==> src/rtl/swd_seq_pkg.sv <==
package swd_seq_pkg;
  localparam int unsigned DEF_CNT_W     = 8;
  localparam int unsigned DEF_RESET_MIN = 50;
  localparam int unsigned DEF_PAT_W     = 16;
  localparam logic [15:0] DEF_PATTERN   = 16'hE79E;
  localparam int unsigned DEF_SYNC      = 2;
endpackage

==> src/rtl/swd_sync_edge.sv <==
module swd_sync_edge #(
  parameter int unsigned STAGES = 2
) (
  input  logic clk,
  input  logic rst_n,
  input  logic swclk_in,
  input  logic swdio_in,
  output logic rise,
  output logic dio_s
);
  logic [STAGES-1:0] clk_chain;
  logic [STAGES-1:0] dio_chain;
  logic              clk_prev;

  always_ff @(posedge clk) begin
    if (!rst_n) begin
      clk_chain[0] <= 1'b0;
      dio_chain[0] <= 1'b0;
    end else begin
      clk_chain[0] <= swclk_in;
      dio_chain[0] <= swdio_in;
    end
  end

  for (genvar g = 1; g < STAGES; g++) begin : g_stage
    always_ff @(posedge clk) begin
      if (!rst_n) begin
        clk_chain[g] <= 1'b0;
        dio_chain[g] <= 1'b0;
      end else begin
        clk_chain[g] <= clk_chain[g-1];
        dio_chain[g] <= dio_chain[g-1];
      end
    end
  end

  always_ff @(posedge clk) begin
    if (!rst_n) clk_prev <= 1'b0;
    else        clk_prev <= clk_chain[STAGES-1];
  end

  assign rise  = clk_chain[STAGES-1] & ~clk_prev;
  assign dio_s = dio_chain[STAGES-1];
endmodule

==> src/rtl/swd_hi_counter.sv <==
module swd_hi_counter #(
  parameter int unsigned CNT_W     = 8,
  parameter int unsigned RESET_MIN = 50
) (
  input  logic             clk,
  input  logic             rst_n,
  input  logic             sample,
  input  logic             dio_s,
  output logic [CNT_W-1:0] hi_cnt,
  output logic             reset_evt,
  output logic             reset_pulse,
  output logic [CNT_W-1:0] reset_len
);
  localparam logic [CNT_W-1:0] CNT_MAX = {CNT_W{1'b1}};
  localparam logic [CNT_W-1:0] CNT_MIN = CNT_W'(RESET_MIN);

  function automatic logic [CNT_W-1:0] sat_inc(input logic [CNT_W-1:0] v);
    return (v == CNT_MAX) ? v : v + 1'b1;
  endfunction

  assign reset_evt = sample && !dio_s && (hi_cnt >= CNT_MIN);

  always_ff @(posedge clk) begin
    if (!rst_n) begin
      hi_cnt      <= '0;
      reset_pulse <= 1'b0;
      reset_len   <= '0;
    end else begin
      reset_pulse <= reset_evt;
      if (reset_evt) reset_len <= hi_cnt;
      if (sample) hi_cnt <= dio_s ? sat_inc(hi_cnt) : '0;
    end
  end
endmodule

==> src/rtl/swd_switch_matcher.sv <==
module swd_switch_matcher #(
  parameter int unsigned     PAT_W   = 16,
  parameter logic [PAT_W-1:0] PATTERN = 16'hE79E
) (
  input  logic clk,
  input  logic rst_n,
  input  logic sample,
  input  logic dio_s,
  input  logic idle_req,
  input  logic clear,
  output logic match_evt,
  output logic switch_pulse
);
  logic [PAT_W-1:0] window;
  logic [PAT_W-1:0] window_nxt;

  function automatic logic [PAT_W-1:0] shift_lsb_first(input logic [PAT_W-1:0] w,
                                                       input logic b);
    return {b, w[PAT_W-1:1]};
  endfunction

  assign window_nxt = shift_lsb_first(window, dio_s);
  assign match_evt  = sample && idle_req && (window_nxt == PATTERN);

  always_ff @(posedge clk) begin
    if (!rst_n) begin
      window       <= '0;
      switch_pulse <= 1'b0;
    end else begin
      switch_pulse <= match_evt;
      if (clear || match_evt) window <= '0;
      else if (sample)        window <= window_nxt;
    end
  end
endmodule

==> src/rtl/swd_seq_detect.sv <==
module swd_seq_detect
  import swd_seq_pkg::*;
#(
  parameter int unsigned      CNT_W     = DEF_CNT_W,
  parameter int unsigned      RESET_MIN = DEF_RESET_MIN,
  parameter int unsigned      PAT_W     = DEF_PAT_W,
  parameter logic [PAT_W-1:0] PATTERN   = DEF_PATTERN,
  parameter int unsigned      SYNC      = DEF_SYNC
) (
  input  logic             clk,
  input  logic             rst_n,
  input  logic             clk_en,
  input  logic             idle_req,
  input  logic             swclk_in,
  input  logic             swdio_in,
  output logic             line_reset_pulse,
  output logic             switch_pulse,
  output logic [CNT_W-1:0] reset_len
);
  logic             rise_evt;
  logic             dio_s;
  logic             sample;
  logic [CNT_W-1:0] hi_cnt;
  logic             reset_evt;
  logic             match_evt;

  swd_sync_edge #(.STAGES(SYNC)) u_sync (
    .clk(clk), .rst_n(rst_n), .swclk_in(swclk_in), .swdio_in(swdio_in),
    .rise(rise_evt), .dio_s(dio_s)
  );

  assign sample = rise_evt & clk_en;

  swd_hi_counter #(.CNT_W(CNT_W), .RESET_MIN(RESET_MIN)) u_cnt (
    .clk(clk), .rst_n(rst_n), .sample(sample), .dio_s(dio_s),
    .hi_cnt(hi_cnt), .reset_evt(reset_evt),
    .reset_pulse(line_reset_pulse), .reset_len(reset_len)
  );

  swd_switch_matcher #(.PAT_W(PAT_W), .PATTERN(PATTERN)) u_match (
    .clk(clk), .rst_n(rst_n), .sample(sample), .dio_s(dio_s),
    .idle_req(idle_req), .clear(reset_evt),
    .match_evt(match_evt), .switch_pulse(switch_pulse)
  );
endmodule

==> config.mk <==
export PLATFORM = sky130hd
export DESIGN_NAME = swd_seq_detect
export DESIGN_NICKNAME = d
export VERILOG_FILES = /design/src/rtl/swd_seq_pkg.sv /design/src/rtl/swd_sync_edge.sv /design/src/rtl/swd_hi_counter.sv /design/src/rtl/swd_switch_matcher.sv /design/src/rtl/swd_seq_detect.sv
export SDC_FILE = /design/constraint.sdc
export NUM_CORES = 1
export LEC_CHECK = 0
export ABC_AREA = 1
export BUFFER_PORTS_ARGS = -buffer_cell sky130_fd_sc_hd__buf_2
export CAP_MARGIN = 10
export CORE_MARGIN = 4
export CORE_UTILIZATION = 44
export DETAILED_ROUTE_END_ITERATION = 8
export SLEW_MARGIN = 20
export SYNTH_ARGS = -nofsm -noshare
export SYNTH_HDL_FRONTEND = slang
export SYNTH_SLANG_ARGS = --single-unit
==> constraint.sdc <==
create_clock -name clk -period 1.3 [get_ports clk]
set_input_delay 0.26 -clock clk [delete_from_list [all_inputs] [get_ports clk]]
set_output_delay 0.26 -clock clk [all_outputs]
set_load 0.1 [all_outputs]
## Word-level counts from Yosys, hierarchy flattened

Cells that the tools add are included.

- $add $sub $neg: 1
- Multipliers: 0
- Divide/modulo/power cells: 0
- $lt $le $gt $ge: 1
- Equal/unequal tests: 3
- Shifts and indexed selects: 0
- Mux-type cells: 2
- Bitwise gates (word level): 4
- Reductions and logical operators: 8

Operators by type and width:

| kind | number |
|---|---|
| 16-bit equality test (second input constant) | 1 |
| 8-bit 2-to-1 mux | 2 |
| 8-bit by 1-bit adder with 8-bit output (second input constant) | 1 |
| 8-bit equality test (second input constant) | 1 |
| 8-bit by 6-bit greater-or-equal comparator with 1-bit output (second input constant) | 1 |
| 1-bit logical AND | 4 |
| 1-bit bitwise AND | 2 |
| 2-bit != test (second input constant) | 1 |
| 1-bit inverter | 2 |
| 2-bit AND reduction | 1 |
| 2-bit OR reduction | 1 |
| 1-bit zero test | 1 |
| 1-bit logical OR | 1 |

- Flip-flop bits (word level): 39
- Bits in latches: 0
- Memory bits (writable): 0
- ROM bits: 0
- Output and inout port bits: 10
- Memories kept: 0

## Logic depth before layout (Yosys ltp)

- Word-level depth: 7
- Depth in mapped cells: 10

## Cells and area by module

From an unflattened synthesis, not the netlist that was laid out.

- Cells, all modules: 216
- Area total of the unflattened synthesis: 1,692.9 um2

By module, submodules not included:

| module | instances | cells each | area each (um2) | sequential area each (um2) |
|---|---|---|---|---|
| swd_hi_counter | 1 | 123 | 844.6 | 340.3 |
| swd_switch_matcher | 1 | 74 | 695.7 | 320.3 |
| swd_sync_edge | 1 | 17 | 145.1 | 100.1 |
| swd_seq_detect | 1 | 2 | 7.5 | 0.0 |

## Worst setup path before layout

OpenSTA, ideal clock, no wires.

- Path kind: reg-to-reg
- From: reg u_cnt.hi_cnt[1]
- To: reg u_cnt.hi_cnt[3]
- Setup time: 115 ps
- Data arrival time: 1,273 ps
- Setup slack: -88 ps
- Cell stages (with the launch flop): 8
- Path buffers: 0
- Period minus slack after synthesis: 1,388 ps
- Cell sequence: dfxtp_1 -> ha_1 -> nand2_1 -> nor2_1 -> nand3_1 -> nand2_2 -> o21ai_0 -> and2_1

- Cells in the longest elaborated chain, start to end: 3

RTL lines:

| what | line | RTL |
|---|---|---|
| start: declaration | swd_hi_counter.sv:9 | `output logic [CNT_W-1:0] hi_cnt,` |
| start signal: assignment | swd_hi_counter.sv:31 | `if (sample) hi_cnt <= dio_s ? sat_inc(hi_cnt) : '0;` |
| 8-bit by 1-bit adder with 8-bit output or 8-bit equality test (tied branches) | swd_hi_counter.sv:18 | `return (v == CNT_MAX) ? v : v + 1'b1;` |
| 8-bit 2-to-1 mux or 2-bit != test (tied branches) | -- |  |
| 8-bit 2-to-1 mux or 2-bit AND reduction (tied branches) | -- |  |

Parallel ways exist; a longest one is shown, timed or not. The select of a mux whose other input is x is not followed.
A chain may end at the register's enable or synchronous reset.

## Worst setup path after layout

- From: reg u_cnt.hi_cnt[1]
- To: reg u_cnt.hi_cnt[2]

Same word-level chain as after synthesis.

==> load_flow_metrics.sql <==
INSERT INTO impl_metrics (metric_group, metric, value, unit) VALUES
('run_status', 'run_status', 'finished with violations', ''),
('run_status', 'violations', 'setup timing', ''),
('layout', 'area.growth.synth_to_final', '40.9', '%'),
('drt', 'number_of_vias_after_detailed_routing', '1485', ''),
('setup_path', 'list_of_cells_traversed_by_the_critical_path', 'ha_4 -> nand2_4 -> nor2_4 -> nand3_2 -> nand2_4 -> buf_6 -> nand2_2 -> a21oi_2', ''),
('timing', 'transition_at_the_pin_with_the_smallest_max_transition_slack', '0.482', 'ns'),
('synthesis', 'fraction_of_the_yosys_area_taken_by_sequential_cells', '45.4', '%'),
('clock_tree', 'cts_hold_buffers', '0', ''),
('synthesis', 'synth-xor-area-share', '0', '%'),
('setup_path', 'crit-reg2reg-launch', 'u_cnt.hi_cnt[1]', ''),
('layout', 'layout.cells.most_common', 'sky130_fd_sc_hd__nand2_1', ''),
('layout', 'finalNetCount', '282', ''),
('layout', 'antenna_cells_inserted', '0', ''),
('drt', 'detail_route.drc_violations', '0', ''),
('placement', 'placement.cell_area', '0.00204', 'mm²'),
('drt', 'avgRoutedWirePerCell', '11.5', 'µm'),
('worst_hold_path', 'worst_hold_startpoint', 'swdio_in', ''),
('worst_hold_path', 'worst_hold_path.num_cells', '3', ''),
('synthesis', 'ys_ff_latch', '38', ''),
('grt', 'grt_first_pass_wirelength', '5.71', 'mm'),
('synthesis', 'synthDominantCellAreaShare', '45.4', '%'),
('drt', 'drtAntennaViolNets', '0', ''),
('synthesis', 'synthesis.area_per_instance', '7.13', 'µm²'),
('worst_hold_path', 'holdCritPathClass', 'input port to flip-flop', ''),
('placement', 'dp_worst_setup_slack', '-0.0675', 'ns'),
('clock_tree', 'h-tree-depth', '2', ''),
('run', 'timing.max_cap.violations', '0', ''),
('timing', 'slew_violations', '0', ''),
('setup_path', 'critical_path.max_stage_delay', '0.38', 'ns'),
('placement', 'routabilityCongestion', '0.914', ''),
('synthesis', 'synth.top_cells.by_area', 'sky130_fd_sc_hd__dfxtp_1, sky130_fd_sc_hd__nand2_1, sky130_fd_sc_hd__inv_1', ''),
('grt', 'grt_antenna_before_repair', '0', ''),
('timing', 'period_minus_ws_final', '1.35', 'ns'),
('setup_path', 'crit_slowest_cell', 'sky130_fd_sc_hd__dfxtp_4', ''),
('layout', 'layout-drive-gt1-share', '31.6', '%'),
('grt', 'first_global_vias', '1310', ''),
('synthesis', 'post_synth_num_cell_types', '24', ''),
('timing', 'timing.final.hold_violations', '0', ''),
('timing', 'timing.hold.ws', '0.159', 'ns'),
('setup_path', 'critical_path.max_fanout', '7', ''),
('grt', 'globalRouteOverflowTotal', '0', ''),
('setup_path', 'worst-setup-path-type', 'flip-flop to flip-flop', ''),
('setup_path', 'startpoint_type', 'flip-flop', ''),
('worst_hold_path', 'whs_endpoint', 'u_sync.dio_chain[0]', ''),
('timing', 'setup_violations', '15', ''),
('clock_tree', 'clock_insertion_delay_worst_skew', '0.29', 'ns'),
('synthesis', 'synth-adder-area-share', '1.49', '%'),
('timing', 'worst_slew_margin_rel', '68.1', '%'),
('timing', 'fmax', '740', 'MHz'),
('synthesis', 'postSynthNetCount', '243', ''),
('layout', 'final_core_utilization', '64.5', '%'),
('floorplanning', 'start_util', '45.8', '%'),
('floorplanning', 'num_io_pins', '16', ''),
('synthesis', 'synth_top_family_by_area', 'simple AND/OR/NAND/NOR gates', ''),
('floorplanning', 'die_area', '0.00486', 'mm²'),
('layout', 'mostFrequentLayoutCells', 'sky130_fd_sc_hd__nand2_1, sky130_fd_sc_hd__inv_1, sky130_fd_sc_hd__dfxtp_1', ''),
('clock_tree', 'max-clock-path-buffers', '2', ''),
('clock_tree', 'clock_tree.root_cell', 'sky130_fd_sc_hd__clkbuf_8', ''),
('grt', 'largest_net_degree_at_the_start_of_global_routing', '20', ''),
('synthesis', 'yosysTopAreaCell', 'sky130_fd_sc_hd__dfxtp_1', ''),
('grt', 'groute.usage.overall', '14.6', '%'),
('power_and_ir_drop', 'cellPowerDensity', '962', 'mW/mm²'),
('timing', 'rsz_0062_raised_after_global_routing', 'true', ''),
('synthesis', 'synth-compound-area-share', '7.02', '%'),
('clock_tree', 'clock_sink_count', '38', ''),
('timing', 'final.setup.worst_slack', '-0.0518', 'ns'),
('power_and_ir_drop', 'total_leakage_power', '1.01', 'nW'),
('placement', 'io_buffers', '15', ''),
('setup_path', 'crit_arrival', '1.57', 'ns'),
('drt', 'first_iter_violations', '62', ''),
('drt', 'vias_per_cell', '4.60', '');
flip-flops by register name, indices dropped and copies added (netlist names):
signal,cells
u_match.window,15
u_cnt.hi_cnt,8
u_cnt.reset_len,8
u_sync.clk_chain,2
u_cnt.reset_pulse,1
u_match.switch_pulse,1
u_sync.clk_prev,1
u_sync.dio_chain,1
u_sync.dio_s,1
logic make-up (layout without fill, tap and decap cells):
kind of cell | Yosys count | count (layout)
simple gates | 127 | 128
buf+inv | 46 | 85
flops | 38 | 38
compound gates | 22 | 22
fa+ha+maj | 2 | 2
Yosys cell counts:
cell	number
sky130_fd_sc_hd__nand2_2	1
sky130_fd_sc_hd__nand2_8	1
sky130_fd_sc_hd__nand4_1	4
sky130_fd_sc_hd__nand2_1	67
sky130_fd_sc_hd__nor2_4	3
sky130_fd_sc_hd__a21oi_1	6
sky130_fd_sc_hd__dfxtp_1	38
sky130_fd_sc_hd__buf_8	1
sky130_fd_sc_hd__clkbuf_1	2
sky130_fd_sc_hd__ha_1	2
sky130_fd_sc_hd__nand3_2	1
sky130_fd_sc_hd__and2_1	1
sky130_fd_sc_hd__o21ai_0	13
sky130_fd_sc_hd__nand3_1	14
sky130_fd_sc_hd__inv_1	39
sky130_fd_sc_hd__nand3_4	1
sky130_fd_sc_hd__nor3b_1	1
sky130_fd_sc_hd__or2_0	1
sky130_fd_sc_hd__inv_2	1
sky130_fd_sc_hd__nand2_4	1
sky130_fd_sc_hd__o21bai_1	3
sky130_fd_sc_hd__buf_2	3
sky130_fd_sc_hd__nor2_1	30
sky130_fd_sc_hd__or2_2	1
worst max path at each step:
| stage | cells past startpoint | start | end | slack, ns |
|---|---|---|---|---|
| 2_1_floorplan | 7 | u_cnt.hi_cnt[0] | u_cnt.hi_cnt[3] | -0.0002 |
| 3_3_place_gp | 9 | u_cnt.hi_cnt[0] | u_match.window[2] | -0.05 |
| 3_5_place_dp | 9 | u_cnt.hi_cnt[0] | u_match.window[9] | -0.07 |
| 4_1_cts | 7 | u_sync.clk_chain[1] | u_match.window[9] | -0.01 |
| 5_1_grt | 8 | u_cnt.hi_cnt[1] | u_cnt.hi_cnt[2] | -0.10 |
| 6_report | 8 | u_cnt.hi_cnt[1] | u_cnt.hi_cnt[2] | -0.05 |
through the flow:
step	TNS (ns)	total power [W]	std cells
after floorplan	-0.000157	0.00128	235
after global placement	-0.740	0.00131	307
after detailed placement	-1.04	0.00131	307
after CTS	-0.0410	0.00228	317
after global routing	-2.04	0.00236	323
final	-0.179	0.00227	323
critical path, delay by kind of cell (launching register included):
kind                     cells  cell delay (ns)
buffers and inverters        1             0.11
AND/OR/NAND/NOR              5             0.50
flip-flops                   1             0.38
adder cells (fa/ha/maj)      1             0.15
AO/OA/AOI/OAI                1             0.13
area by class of cell:
cell class | count | area (µm²)
Multi-Input combinational cell | 152 | 872
Clock inverter | 1 | 30.0
Timing Repair Buffer | 37 | 395
Clock buffer | 7 | 76.3
Inverter | 40 | 156
Tap cell | 48 | 60.1
Fill cell | 304 | 1300
Sequential cell | 38 | 769
routing by layer:
metal  vias to the layer above  track usage, %  part of all wire, %
met5                         -               0                    0
met4                         0            7.45                  2.0
met3                         9            3.77                  4.4
met2                        36            23.2                   47
met1                       650            18.1                   46
li1                        790               -                    -
what timing repair did:
item,CTS,global route
resized for setup,4,35
setup buffers,1,7
pin swaps,4,11
endpoints found under the setup margin,23,32
cloned,1,0
power breakdown:
part	total [W]	internal, W	switching, W
clock	0.000964	0.000574	0.000390
combinational	0.000125	0.0000493	0.0000759
sequential	0.00118	0.00117	0.00000912
total	0.00227	0.00180	0.000475
Power figures use the tool's default switching activity.
